===== config.mk =====
export PLATFORM = sky130hd
export DESIGN_NAME = cfgp_router
export DESIGN_NICKNAME = d
export VERILOG_FILES = /design/src/rtl/cfgp_pkg.sv /design/src/rtl/cfgp_strobe_sync.sv /design/src/rtl/cfgp_regfile.sv /design/src/rtl/cfgp_route_table.sv /design/src/rtl/cfgp_router.sv
export SDC_FILE = /design/constraint.sdc
export NUM_CORES = 1
export LEC_CHECK = 0
export ABC_AREA = 1
export BUFFER_PORTS_ARGS = -buffer_cell sky130_fd_sc_hd__clkbuf_2
export CAP_MARGIN = 20
export CORE_ASPECT_RATIO = 2
export CORE_MARGIN = 2
export CORE_UTILIZATION = 45
export DETAILED_ROUTE_END_ITERATION = 16
export HOLD_SLACK_MARGIN = 0.03
export PLACE_DENSITY_LB_ADDON = 0.2
export SLEW_MARGIN = 5
export SYNTH_ARGS = -nofsm -noshare
export SYNTH_HDL_FRONTEND = slang
export SYNTH_SLANG_ARGS = --single-unit
export TNS_END_PERCENT = 50

===== constraint.sdc =====
create_clock -name clk -period 2.5 [get_ports clk]
set_input_delay 0.375 -clock clk [delete_from_list [all_inputs] [get_ports clk]]
set_output_delay 0.375 -clock clk [all_outputs]
set_load 0.01 [all_outputs]

===== src/rtl/cfgp_pkg.sv =====
package cfgp_pkg;
  localparam int HALF_W_DEF = 6;
  localparam int SYNC_DEF   = 2;
  localparam int COMMIT_REG = 3;

  // bit above the value field marks a register choice
  function automatic logic code_is_select(input logic [HALF_W_DEF:0] code);
    return code[HALF_W_DEF];
  endfunction

  // upper half first, then lower half
  function automatic logic [2*HALF_W_DEF-1:0] join_halves(
      input logic [HALF_W_DEF-1:0] hi, input logic [HALF_W_DEF-1:0] lo);
    return {hi, lo};
  endfunction
endpackage


===== src/rtl/cfgp_strobe_sync.sv =====
module cfgp_strobe_sync #(
  parameter int CODE_W = 7,
  parameter int STAGES = 2
) (
  input  logic              clk,
  input  logic              rst_n,
  input  logic              strobe_raw,
  input  logic [CODE_W-1:0] code_raw,
  output logic              ev_valid,
  output logic [CODE_W-1:0] ev_code
);
  logic [STAGES:0] stb_pipe;
  logic [STAGES-1:0][CODE_W-1:0] code_pipe;

  always_ff @(posedge clk or negedge rst_n) begin
    if (!rst_n) begin
      stb_pipe  <= '0;
      code_pipe <= '0;
    end else begin
      stb_pipe  <= {stb_pipe[STAGES-1:0], strobe_raw};
      code_pipe <= {code_pipe[STAGES-2:0], code_raw};
    end
  end

  assign ev_valid = stb_pipe[STAGES-1] & ~stb_pipe[STAGES];
  assign ev_code  = code_pipe[STAGES-1];


  strobe_once_chk: assert property (@(posedge clk) disable iff (!rst_n)
    ev_valid |=> !ev_valid);
endmodule


===== src/rtl/cfgp_regfile.sv =====
module cfgp_regfile
  import cfgp_pkg::*;
#(
  parameter int HALF_W = HALF_W_DEF,
  parameter int NREG   = 64
) (
  input  logic              clk,
  input  logic              rst_n,
  input  logic              ev_valid,
  input  logic [HALF_W:0]   ev_code,
  output logic [HALF_W:0]   rd_val,
  output logic              wr_pulse,
  output logic [$clog2(NREG)-1:0] wr_idx,
  output logic [HALF_W-1:0] wr_val,
  output logic [HALF_W-1:0] reg0_val,
  output logic [HALF_W-1:0] reg1_val,
  output logic [HALF_W-1:0] reg2_val
);
  localparam int SEL_W = $clog2(NREG);

  logic [NREG-1:0][HALF_W-1:0] regs_q;
  logic [SEL_W-1:0] sel_q;
  logic sel_pulse;

  assign sel_pulse = ev_valid &&  code_is_select(ev_code);
  assign wr_pulse  = ev_valid && !code_is_select(ev_code);
  assign wr_idx    = sel_q;
  assign wr_val    = ev_code[HALF_W-1:0];

  always_ff @(posedge clk or negedge rst_n) begin
    if (!rst_n)         sel_q <= '0;
    else if (sel_pulse) sel_q <= ev_code[SEL_W-1:0];
  end

  for (genvar g = 0; g < NREG; g++) begin : g_reg
    always_ff @(posedge clk or negedge rst_n) begin
      if (!rst_n)                                 regs_q[g] <= '0;
      else if (wr_pulse && sel_q == SEL_W'(g))    regs_q[g] <= wr_val;
    end
  end

  assign rd_val   = {1'b0, regs_q[sel_q]};
  assign reg0_val = regs_q[0];
  assign reg1_val = regs_q[1];
  assign reg2_val = regs_q[2];


  select_take_chk: assert property (@(posedge clk) disable iff (!rst_n)
    sel_pulse |=> sel_q == $past(ev_code[SEL_W-1:0]));

  value_store_chk: assert property (@(posedge clk) disable iff (!rst_n)
    wr_pulse |=> (regs_q[$past(sel_q)] == $past(wr_val)) && $stable(sel_q));

  idle_hold_chk: assert property (@(posedge clk) disable iff (!rst_n)
    !ev_valid |=> $stable(regs_q) && $stable(sel_q));
endmodule


===== src/rtl/cfgp_route_table.sv =====
module cfgp_route_table
  import cfgp_pkg::*;
#(
  parameter int HALF_W = HALF_W_DEF,
  parameter int DEPTH  = 16,
  parameter int SEL_W  = 6
) (
  input  logic                clk,
  input  logic                rst_n,
  input  logic                wr_pulse,
  input  logic [SEL_W-1:0]    wr_idx,
  input  logic [HALF_W-1:0]   wr_val,
  input  logic [HALF_W-1:0]   dst_hi,
  input  logic [HALF_W-1:0]   dst_lo,
  input  logic [HALF_W-1:0]   src_hi,
  input  logic [2*HALF_W-1:0] lookup_dst,
  output logic [2*HALF_W-1:0] lookup_src
);
  localparam int IDX_W = 2 * HALF_W;
  localparam int AW    = (DEPTH > 1) ? $clog2(DEPTH) : 1;

  logic [DEPTH-1:0][IDX_W-1:0] tab_q;
  logic [IDX_W-1:0] dst_idx, src_idx;
  logic commit, commit_hit, commit_miss;

  assign commit      = wr_pulse && (wr_idx == SEL_W'(COMMIT_REG));
  assign dst_idx     = join_halves(dst_hi, dst_lo);
  assign src_idx     = join_halves(src_hi, wr_val);
  assign commit_hit  = commit && (32'(dst_idx) < 32'(DEPTH));
  assign commit_miss = commit && !(32'(dst_idx) < 32'(DEPTH));

  for (genvar g = 0; g < DEPTH; g++) begin : g_ent
    always_ff @(posedge clk or negedge rst_n) begin
      if (!rst_n)                                    tab_q[g] <= '0;
      else if (commit_hit && dst_idx == IDX_W'(g))   tab_q[g] <= src_idx;
    end
  end

  always_comb begin
    if (32'(lookup_dst) < 32'(DEPTH)) lookup_src = tab_q[lookup_dst[AW-1:0]];
    else                              lookup_src = '0;
  end


  commit_take_chk: assert property (@(posedge clk) disable iff (!rst_n)
    commit_hit |=> tab_q[$past(dst_idx[AW-1:0])] == $past(src_idx));

  far_dst_chk: assert property (@(posedge clk) disable iff (!rst_n)
    commit_miss |=> $stable(tab_q));

  no_commit_chk: assert property (@(posedge clk) disable iff (!rst_n)
    !commit |=> $stable(tab_q));
endmodule


===== src/rtl/cfgp_router.sv =====
module cfgp_router
  import cfgp_pkg::*;
#(
  parameter int HALF_W      = HALF_W_DEF,
  parameter int ROUTE_DEPTH = 16,
  parameter int SYNC_STAGES = SYNC_DEF
) (
  input  logic                clk,
  input  logic                rst_n,
  input  logic [HALF_W+1:0]   cfg_port,
  output logic [HALF_W:0]     rd_data,
  input  logic [2*HALF_W-1:0] lookup_dst,
  output logic [2*HALF_W-1:0] lookup_src
);
  localparam int NREG  = 2 ** HALF_W;
  localparam int SEL_W = $clog2(NREG);

  logic              ev_valid;
  logic [HALF_W:0]   ev_code;
  logic              wr_pulse;
  logic [SEL_W-1:0]  wr_idx;
  logic [HALF_W-1:0] wr_val, r0, r1, r2;

  cfgp_strobe_sync #(.CODE_W(HALF_W+1), .STAGES(SYNC_STAGES)) u_sync (
    .clk(clk), .rst_n(rst_n),
    .strobe_raw(cfg_port[HALF_W+1]), .code_raw(cfg_port[HALF_W:0]),
    .ev_valid(ev_valid), .ev_code(ev_code));

  cfgp_regfile #(.HALF_W(HALF_W), .NREG(NREG)) u_regs (
    .clk(clk), .rst_n(rst_n), .ev_valid(ev_valid), .ev_code(ev_code),
    .rd_val(rd_data), .wr_pulse(wr_pulse), .wr_idx(wr_idx), .wr_val(wr_val),
    .reg0_val(r0), .reg1_val(r1), .reg2_val(r2));

  cfgp_route_table #(.HALF_W(HALF_W), .DEPTH(ROUTE_DEPTH), .SEL_W(SEL_W)) u_tab (
    .clk(clk), .rst_n(rst_n), .wr_pulse(wr_pulse), .wr_idx(wr_idx),
    .wr_val(wr_val), .dst_hi(r0), .dst_lo(r1), .src_hi(r2),
    .lookup_dst(lookup_dst), .lookup_src(lookup_src));


  rd_top_bit_chk: assert property (@(posedge clk) disable iff (!rst_n)
    rd_data[HALF_W] == 1'b0);
endmodule


Yosys cells after proc, flatten, opt, wreduce, memory -nomap -nowiden:

Cells that the tools add are included.

* order comparisons: 4
* eq/ne operators: 78
* mux-type cells: 5
* bitwise gates (word level): 2
* reductions and logical operators: 86

Operator list (number)
* 6-bit equality test, second input constant: 32
* 12-bit by 4-bit equality test with 1-bit output, second input constant: 8
* 6-bit by 5-bit equality test with 1-bit output, second input constant: 16
* 1-bit logical AND: 83
* 12-bit binary-select mux with 4-bit select: 1
* 12-bit by 3-bit equality test with 1-bit output, second input constant: 4
* 6-bit by 4-bit equality test with 1-bit output, second input constant: 8
* 6-bit binary-select mux with 6-bit select: 1
* 12-bit by 2-bit equality test with 1-bit output, second input constant: 2
* 6-bit by 3-bit equality test with 1-bit output, second input constant: 4
* 12-bit by 5-bit < comparator with 1-bit output, second input constant: 2
* 12-bit two-way mux: 2
* 12-bit by 1-bit equality test with 1-bit output, second input constant: 1
* 6-bit by 2-bit equality test with 1-bit output, second input constant: 2
* 12-bit logical NOT: 1
* 6-bit by 7-bit < comparator with 1-bit output, second input constant: 1
* 6-bit by 1-bit equality test with 1-bit output, second input constant: 1
* 6-bit logical NOT: 1
* 6-bit two-way mux: 1
* 4-bit by 5-bit < comparator with 1-bit output, second input constant: 1
* 1-bit bitwise AND: 1
* 1-bit logical NOT: 1
* 1-bit NOT: 1

* register bits after elaboration: 599
* output and inout bits: 19
* word-level logic and storage cells: 259

Depth between registers and ports, before layout:

Gate-level depths: netlist of the first run.

* depth in word-level cells: 6
* mapped depth: 13
* gate-level depth less buffers: 11

Modules after synthesis:

A second synthesis of the first run with hierarchy kept.

* cells, all modules: 3955
* area, all modules: 29627.2 µm²

Modules (own cells, without submodules)
* cfgp_regfile: instances 1, cells each 2557, area an instance 18796.8 µm²
* cfgp_route_table: instances 1, cells each 1372, area an instance 10342.4 µm²
* cfgp_strobe_sync: instances 1, cells each 26, area an instance 488.0 µm²

Worst setup path before layout of the first run:

Ideal clock, no wire load.

* path kind: input -> output
* start point: in lookup_dst[0]
* end point: out lookup_src[10]
* arrival time: 1708 ps
* required time: 2125 ps
* setup slack: 417 ps
* stages on the path: 8
* path through: clkbuf_1 > clkinv_1 > clkbuf_1 > clkbuf_1 > nand2_1 > a211oi_1 > o21ai_0 > nor2_1

* longest elaborated chain between the ends: 3

RTL lines
* start: declaration: RTL line cfgp_router.sv:12 `input logic [2*HALF_W-1:0] lookup_dst,`
* parallel branches: the longest is 2 deep, another holds 12-bit by 5-bit < comparator with 1-bit output
* 12-bit two-way mux (*): RTL line cfgp_route_table.sv:40 `if (32'(lookup_dst) < 32'(DEPTH)) lookup_src = tab_q[lookup_dst[AW-1:0]];`
* end: declaration: RTL line cfgp_router.sv:13 `output logic [2*HALF_W-1:0] lookup_src`

Mark *: on every way between the ends. The select of a mux whose other input is x is not followed.

Final worst setup path of the first run:

* start point: reg u_regs.sel_q[0], in the netlist u_regs.wr_idx[0]
* end point: out rd_data[4]

* longest elaborated chain between the ends: 2

RTL lines
* start: declaration: RTL line cfgp_regfile.sv:22 `logic [SEL_W-1:0] sel_q;`
* start signal: assignment: RTL line cfgp_regfile.sv:32 `else if (sel_pulse) sel_q <= ev_code[SEL_W-1:0];`
* 6-bit binary-select mux with 6-bit select: RTL line cfgp_regfile.sv:42 `assign rd_val = {1'b0, regs_q[sel_q]};`
* 6-bit two-way mux (implied by the code): RTL line cfgp_regfile.sv:42
* end: declaration: RTL line cfgp_router.sv:11 `output logic [HALF_W:0] rd_data,`

Every way passes these cells. The select of a mux whose other input is x is not followed.

==> results of run 1 <==
[state kept, by name, indices dropped and copies added (netlist names)]
register          cells
u_sync.stb_pipe       3
u_regs.reg1_val       6
u_sync.ev_code        7
u_tab.tab_q         192
u_regs.reg0_val       6
u_sync.code_pipe      7
u_regs.wr_idx         6
u_regs.regs_q       366
u_regs.reg2_val       6
[routing by layer]
| layer | GRT usage [%] | up-vias | part of all wire [%] |
|---|---|---|---|
| met5 | 0 | - | 0 |
| met4 | 16.10 | 0 | 6.5 |
| met3 | 2.567 | 246 | 3.6 |
| met2 | 49.08 | 630 | 52 |
| met1 | 31.50 | 11420 | 38 |
| li1 | - | 11530 | - |
[cells in the final DEF, fill, tap and decap left out, types with 2 or more instances in the layout]
master,count
a211oi_1,11
a21oi_1,66
a22oi_1,11
buf_12,38
buf_16,20
buf_4,107
buf_6,9
buf_8,4
bufinv_16,4
clkbuf_1,7
clkbuf_16,59
clkbuf_2,31
clkbuf_8,19
clkinv_2,11
dfrtp_1,597
dfrtp_4,2
dlygate4sd3_1,9
inv_1,24
inv_12,2
inv_2,7
nand2_1,1731
nand2_2,79
nand2_4,4
nand3_1,74
nand3_2,9
nor2_1,82
nor2_2,23
nor2_4,5
nor4_1,10
o21ai_0,584
o21ai_1,23
o22ai_1,4
[cell type report]
type,count,area [sq um]
inverter,34,142.6
clock inverter,13,165.2
fill,5860,28380
timing repair buffer,222,2609
clock buffer,83,1714
sequential,599,15000
multi-input combinational,2722,11700
timing repair inverter,1,16.27
tap,780,975.9
[metrics by stage]
step	area [sq um]	hold slack, ps	setup WS (ps)	utilization, %
finish	32320	316.6	-617.2	53.25
global route	32320	360.3	-657.6	53.25
global placement	29270	333.4	46.83	48.23
floorplan	27570	79.41	417.3	-
CTS	32090	336.6	-511.6	52.87
detailed placement	29270	334.7	71.08	48.23
[cell usage after synthesis]
library cell,number
a211oi_1,11
a21oi_1,66
a22oi_1,11
and2_0,1
buf_1,24
buf_2,12
buf_4,8
clkbuf_1,216
clkbuf_2,8
clkinv_1,1
conb_1,1
dfrtp_1,599
inv_1,30
inv_2,3
nand2_1,1813
nand2_2,1
nand3_1,75
nand3_2,8
nand3b_4,1
nor2_1,107
nor2_2,2
nor2_4,1
nor3_4,1
nor4_1,10
nor4_4,1
o21ai_0,585
o21ai_1,22
o22ai_1,4
or2_1,1
[what timing repair did]
item / in CTS / in global routing
buffers inserted: 9 / 4
pin swaps: 47 / 37
hold endpoints to repair: 54 / 0
gates cloned: 17 / 2
endpoints found under the setup margin: 6 / 181
hold buffers: 9 / 0
resized for setup: 102 / 59
[kinds of logic after synthesis]
family	after synthesis	share of synthesized area [%]
other	1	0.01360
AND/OR/NAND/NOR	2022	28.39
flip-flops	599	54.38
AO/OA/AOI/OAI	699	12.91
buffers and inverters	302	4.312
[worst max-delay path by stage]
stage	startpoint	to	slack [ps]	depth (start not counted)
floorplan	lookup_dst[0]	lookup_src[10]	420	8
global placement	u_regs.wr_idx[0]$_DFFE_PN0P_	rd_data[1]	50	13
detailed placement	u_regs.wr_idx[0]$_DFFE_PN0P_	rd_data[1]	70	13
CTS	u_regs.wr_idx[0]$_DFFE_PN0P_	rd_data[1]	-510	14
global route	u_regs.wr_idx[0]$_DFFE_PN0P_	rd_data[4]	-660	14
finish	u_regs.wr_idx[0]$_DFFE_PN0P_	rd_data[4]	-620	14
[power by group through the flow]
stage	registers, mW	clock network [mW]	logic [mW]
after detailed placement	10.9	0	3.44
after floorplan	10.7	0	1.96
after global routing	10.8	9.41	4.52
after global placement	10.8	0	3.41
after CTS	10.7	9.05	4.01
final	10.7	8.92	4.11
[worst max-delay path, stage by stage (launching register included)]
cell     delay (ps)
dfrtp_4         470
buf_4           180
inv_12           80
buf_4           170
nand2_1          60
nand2_1          40
nand2_1          80
nand2_1          90
nand2_1         140
nand2_1          70
nor2_1          110
nor2_1           60
nor2_2          280
nand2_2         130
buf_6           140
==> impl_metrics.yaml, run 1 <==
placement:
  dpl.cell_count: 4318
  dp_hpwl_microns: 52980
  io_buffers: 39
  place.gp.congestion: 0.8728
final_layout:
  nets: 3657
  diodes: 0
  layout.cells.non_filler: 4454
  drive_above_1_share_pct: 11.92
  area_growth_pct: 17.25
timing:
  fin_crit_sh_pct: 124.7
  report.final.slew_viol_count: 0
  worst_pin_slew_ps: 640.9
  max_freq_mhz: 320.8
  finalWorstSetupSlack_ps: -617.2
  fin_skew_ps: 24.81
  rsz0062_at_grt: "true"
  fin_setup_tns_ps: -3183
  setup_viol: 6
  hold_viol: 0
  period_needed_ps: 3117
  maxSlewHeadroom_pct: 57.21
worst_setup_path:
  r2r_setup_slack_ps: 150
  rr_startpoint: "u_regs.wr_idx[1]$_DFFE_PN0P_"
  arrival_ps: 2740
  critPathMaxFanout: 9
  path_class: "register to output port"
  crit_required_ps: 2120
  startpoint_type: "register"
  r2r_cells: 8
  r2r_end: "u_regs.regs_q[59]$_DFFE_PN0P_"
  crit_path_end_kind: "output port"
routing:
  vias_per_cell: 5.349
  vias: 23830
  drt_iter0_drc: 2124
  wl_per_cell_microns: 19.05
  dr.pass1.iters: 6
  antenna_left: 0
  drt-total-wl_microns: 84860
  drc: 0
yosys:
  ys_seq_area_share_pct: 54.38
  synth_top_area_share_pct: 54.38
  synth_nets: 3645
  yosysWarnings: 0
  syn-instance-count: 3623
  synth.cell_area_sq_mm: 0.02757
  synth_top_area_cell: "dfrtp_1"
  synth-seq-cells: 599
  synthTopCellsByArea: "dfrtp_1 54%, nand2_1 25%, o21ai_0 11%"
  syn_avg_cell_area_sq_um: 7.608
  ys_types: 29
power_and_ir_drop:
  vdd_drop_max_mv: 0.5863
  internal_power_mw: 16.87
  combPwrFrac_pct: 17.3
  power_density_mw_per_mm2: 734.2
  pwr-share-seq_pct: 45.1
  p_sw_mw: 6.861
  clkPwrFrac_pct: 37.6
  power_mw: 23.73
  p_leak_nw: 15.66
  swShare_pct: 28.91
clock_tree:
  clock_tree.buffer_depth: 3
  tritoncts: "done"
  clock-sinks: 599
  path_clk_slew_ps: 80
  root_buffer: "clkbuf_16"
  worstSkewPairLatency_ps: 630
  htreeDepth: 2
  cts_buffers: 55
global_routing:
  grt_pass1_wl_microns: 135100
  grt_pass1_vias: 23930
  overflow: 0
  grt_max_degree: 82
  grt.total_usage_pct: 27.49
  antenna_found_initial: 0
floorplanning:
  io_pins: 41
  die_w_microns: 179.0
  dieArea_sq_mm: 0.06337
  core_area_sq_mm: 0.06070
  initial_utilization_pct: 45.41
  dieHeight_microns: 354.0
  rows: 128
run:
  maxCapViolCount: 0
outcome:
  violations: "negative setup slack"
  status: "finished with violations"
min_path:
  hold_path.class: "input pin to asynchronous set/reset pin"
Power figures use the tool's default switching activity.
==> run 2, diff against run 1 <==
ABC_AREA = not set   (was 1)
==> impl_metrics.yaml, run 2 <==
timing:
  period_needed_ps: 3438
  fin_setup_tns_ps: -6587
  fin_skew_ps: 22.88
  finalWorstSetupSlack_ps: -937.7
  fin_crit_sh_pct: 137.5
  holdWs_ps: 306.7
  setup_viol: 18
  maxSlewHeadroom_pct: 42.66
  report.final.slew_viol_count: 0
  rsz0062_at_grt: "true"
  hold_viol: 0
  max_freq_mhz: 290.9
  worst_pin_slew_ps: 860.2
worst_setup_path:
  cp_num_buf_inv: 3
  crit_path_end_kind: "output port"
  cp_slowest_cell: "or4_1"
  crit_top_cell: "buf_12"
  arrival_ps: 3060
  path_delay_family: "simple AND/OR/NAND/NOR gates"
  critPathMaxFanout: 12
  startpoint_type: "register"
  cp_cell_sequence: "buf_12 -> buf_12 -> mux4_2 -> a22oi_1 -> a21oi_2 -> or4_1 -> clkbuf_2"
  path_class: "register to output port"
  max_stage_delay_ps: 550
  crit_required_ps: 2120
outcome:
  violations: "negative setup slack"
  status: "finished with violations"
final_layout:
  multiInputGateArea_sq_mm: 0.01193
  layout.cells.non_filler: 2658
  largest_register_ffs: 366
  final_cell_mix: "591 x dfrtp_1, 462 x mux2_2, 156 x mux4_2"
  final_common_cell: "dfrtp_1"
  drive_above_1_share_pct: 54.35
  area_growth_pct: 18.74
  seq_area_sq_mm: 0.01500
  design_area_sq_mm: 0.03246
  largest_registers: "u_regs.regs_q (366), u_tab.tab_q (192)"
  diodes: 0
  final_util_pct: 54.04
  regMostFlops: "u_regs.regs_q"
  fill_cells: 4844
  nets: 1863
clock_tree:
  worstSkewPairLatency_ps: 600
  htreeDepth: 2
  root_buffer: "clkbuf_16"
  tritoncts: "done"
  cts_buffers: 54
  clock-sinks: 599
  clock_tree.buffer_depth: 3
  path_clk_slew_ps: 70
floorplanning:
  initial_utilization_pct: 45.51
  io_pins: 41
  dieArea_sq_mm: 0.06285
  rows: 127
  dieHeight_microns: 352.6
  die_w_microns: 178.3
  core_area_sq_mm: 0.06007
placement:
  io_buffers: 39
  dpl.cell_count: 2531
  place.gp.congestion: 0.8495
  place_ws_ps: -505.7
  postPlaceCellArea_sq_mm: 0.02965
  dp_hpwl_microns: 49710
yosys:
  syn_avg_cell_area_sq_um: 16.02
  synth-simple-area-share_pct: 3.877
  synthMostInstantiatedCell: "dfrtp_1"
  synth_common_cells: "599 x dfrtp_1, 462 x mux2_2, 156 x mux4_2, 120 x mux2_1, 83 x clkbuf_1"
  synth-seq-cells: 599
  ys_types: 34
  synth-edff-count: 0
  ys_seq_area_share_pct: 54.83
  syn-instance-count: 1706
  synthFlopType: "dfrtp_1"
  synth_top_area_cell: "dfrtp_1"
  synth-xor-area-share_pct: 0
  synth_nets: 1728
  synth_top_area_share_pct: 54.83
  synth-compound-area-share_pct: 1.758
  synth.cell_area_sq_mm: 0.02734
  synth_top_family_by_area: "multiplexers"
  synth_fa_ha_area_share_pct: 0
  yosysWarnings: 0
  synthTopCellsByArea: "dfrtp_1 55%, mux2_2 19%, mux4_2 13%"
  async_flop_share_pct: 100.0
  synthMuxAreaShare_pct: 36.83
power_and_ir_drop:
  p_leak_nw: 15.31
  power_mw: 24.32
  vdd_drop_max_mv: 0.5125
  power_density_mw_per_mm2: 749.3
routing:
  antenna_left: 0
  vias: 15430
  drc: 0
  dr.pass1.iters: 6
  drt-total-wl_microns: 70960
  vias_per_cell: 5.803
  drt_iter0_drc: 733
  wl_per_cell_microns: 26.70
global_routing:
  grt_max_degree: 85
  antenna_found_initial: 0
  grt_pass1_wl_microns: 108600
  overflow: 0
  grt_pass1_vias: 17340
  grt.total_usage_pct: 23.22
min_path:
  hold_path.class: "input pin to asynchronous set/reset pin"
run:
  maxCapViolCount: 0
[run 2: logic make-up after synthesis]
kind of cell	count (synthesis)
muxes	738
DFF	599
and+or+nand+nor	149
buffers and inverters	147
AOI/OAI and AO/OA	72
other	1
[run 2: cell type report]
type / instances / area share, %
Clock buffer: 72 / 4.714
Clock inverter: 27 / 1.384
Multi-Input combinational cell: 960 / 36.76
Sequential cell: 599 / 46.23
Tap cell: 774 / 2.984
Timing Repair Buffer: 226 / 7.933
[run 2: where the power goes]
group	switching (mW)	internal, mW
logic	1.92	2.00
clock network	3.74	5.54
registers	0.619	10.5
[run 2: routing by layer]
| metal | routed length, microns | GRT usage, % | vias up |
|---|---|---|---|
| met1 | 24990 | 25.05 | 8315 |
| met2 | 39920 | 43.60 | 294 |
| met5 | 0 | 0 | - |
| met3 | 1743 | 2.436 | 171 |
| li1 | - | - | 6645 |
| met4 | 4308 | 12.42 | 0 |
[run 2: path summary, 6_finish.rpt]
kind / cells after the start / endpoint / from / slack (ps)
hold reg to reg: 0 / u_sync.stb_pipe[1]$_DFF_PN0_ / u_sync.stb_pipe[0]$_DFF_PN0_ / 350
max in group asynchronous: 4 / u_regs.reg0_val[4]$_DFFE_PN0P_ / rst_n / 1230
setup reg to reg: 8 / u_tab.tab_q[162]$_DFFE_PN0P_ / u_regs.wr_idx[0]$_DFFE_PN0P_ / 40
min in group clk: 0 / u_sync.stb_pipe[1]$_DFF_PN0_ / u_sync.stb_pipe[0]$_DFF_PN0_ / 350
setup / recovery: 7 / rd_data[1] / u_regs.wr_idx[0]$_DFFE_PN0P_ / -940
hold / removal: 2 / u_regs.regs_q[229]$_DFFE_PN0P_ / rst_n / 310
[run 2: what timing repair did]
action / CTS / global route
gates resized for setup: 48 / 60
gates cloned: 5 / 5
endpoints found under the setup margin: 18 / 162
pin swaps: 9 / 11
setup buffers: 5 / 4
endpoints found under the hold margin: 49 / 0
hold buffers: 9 / 0
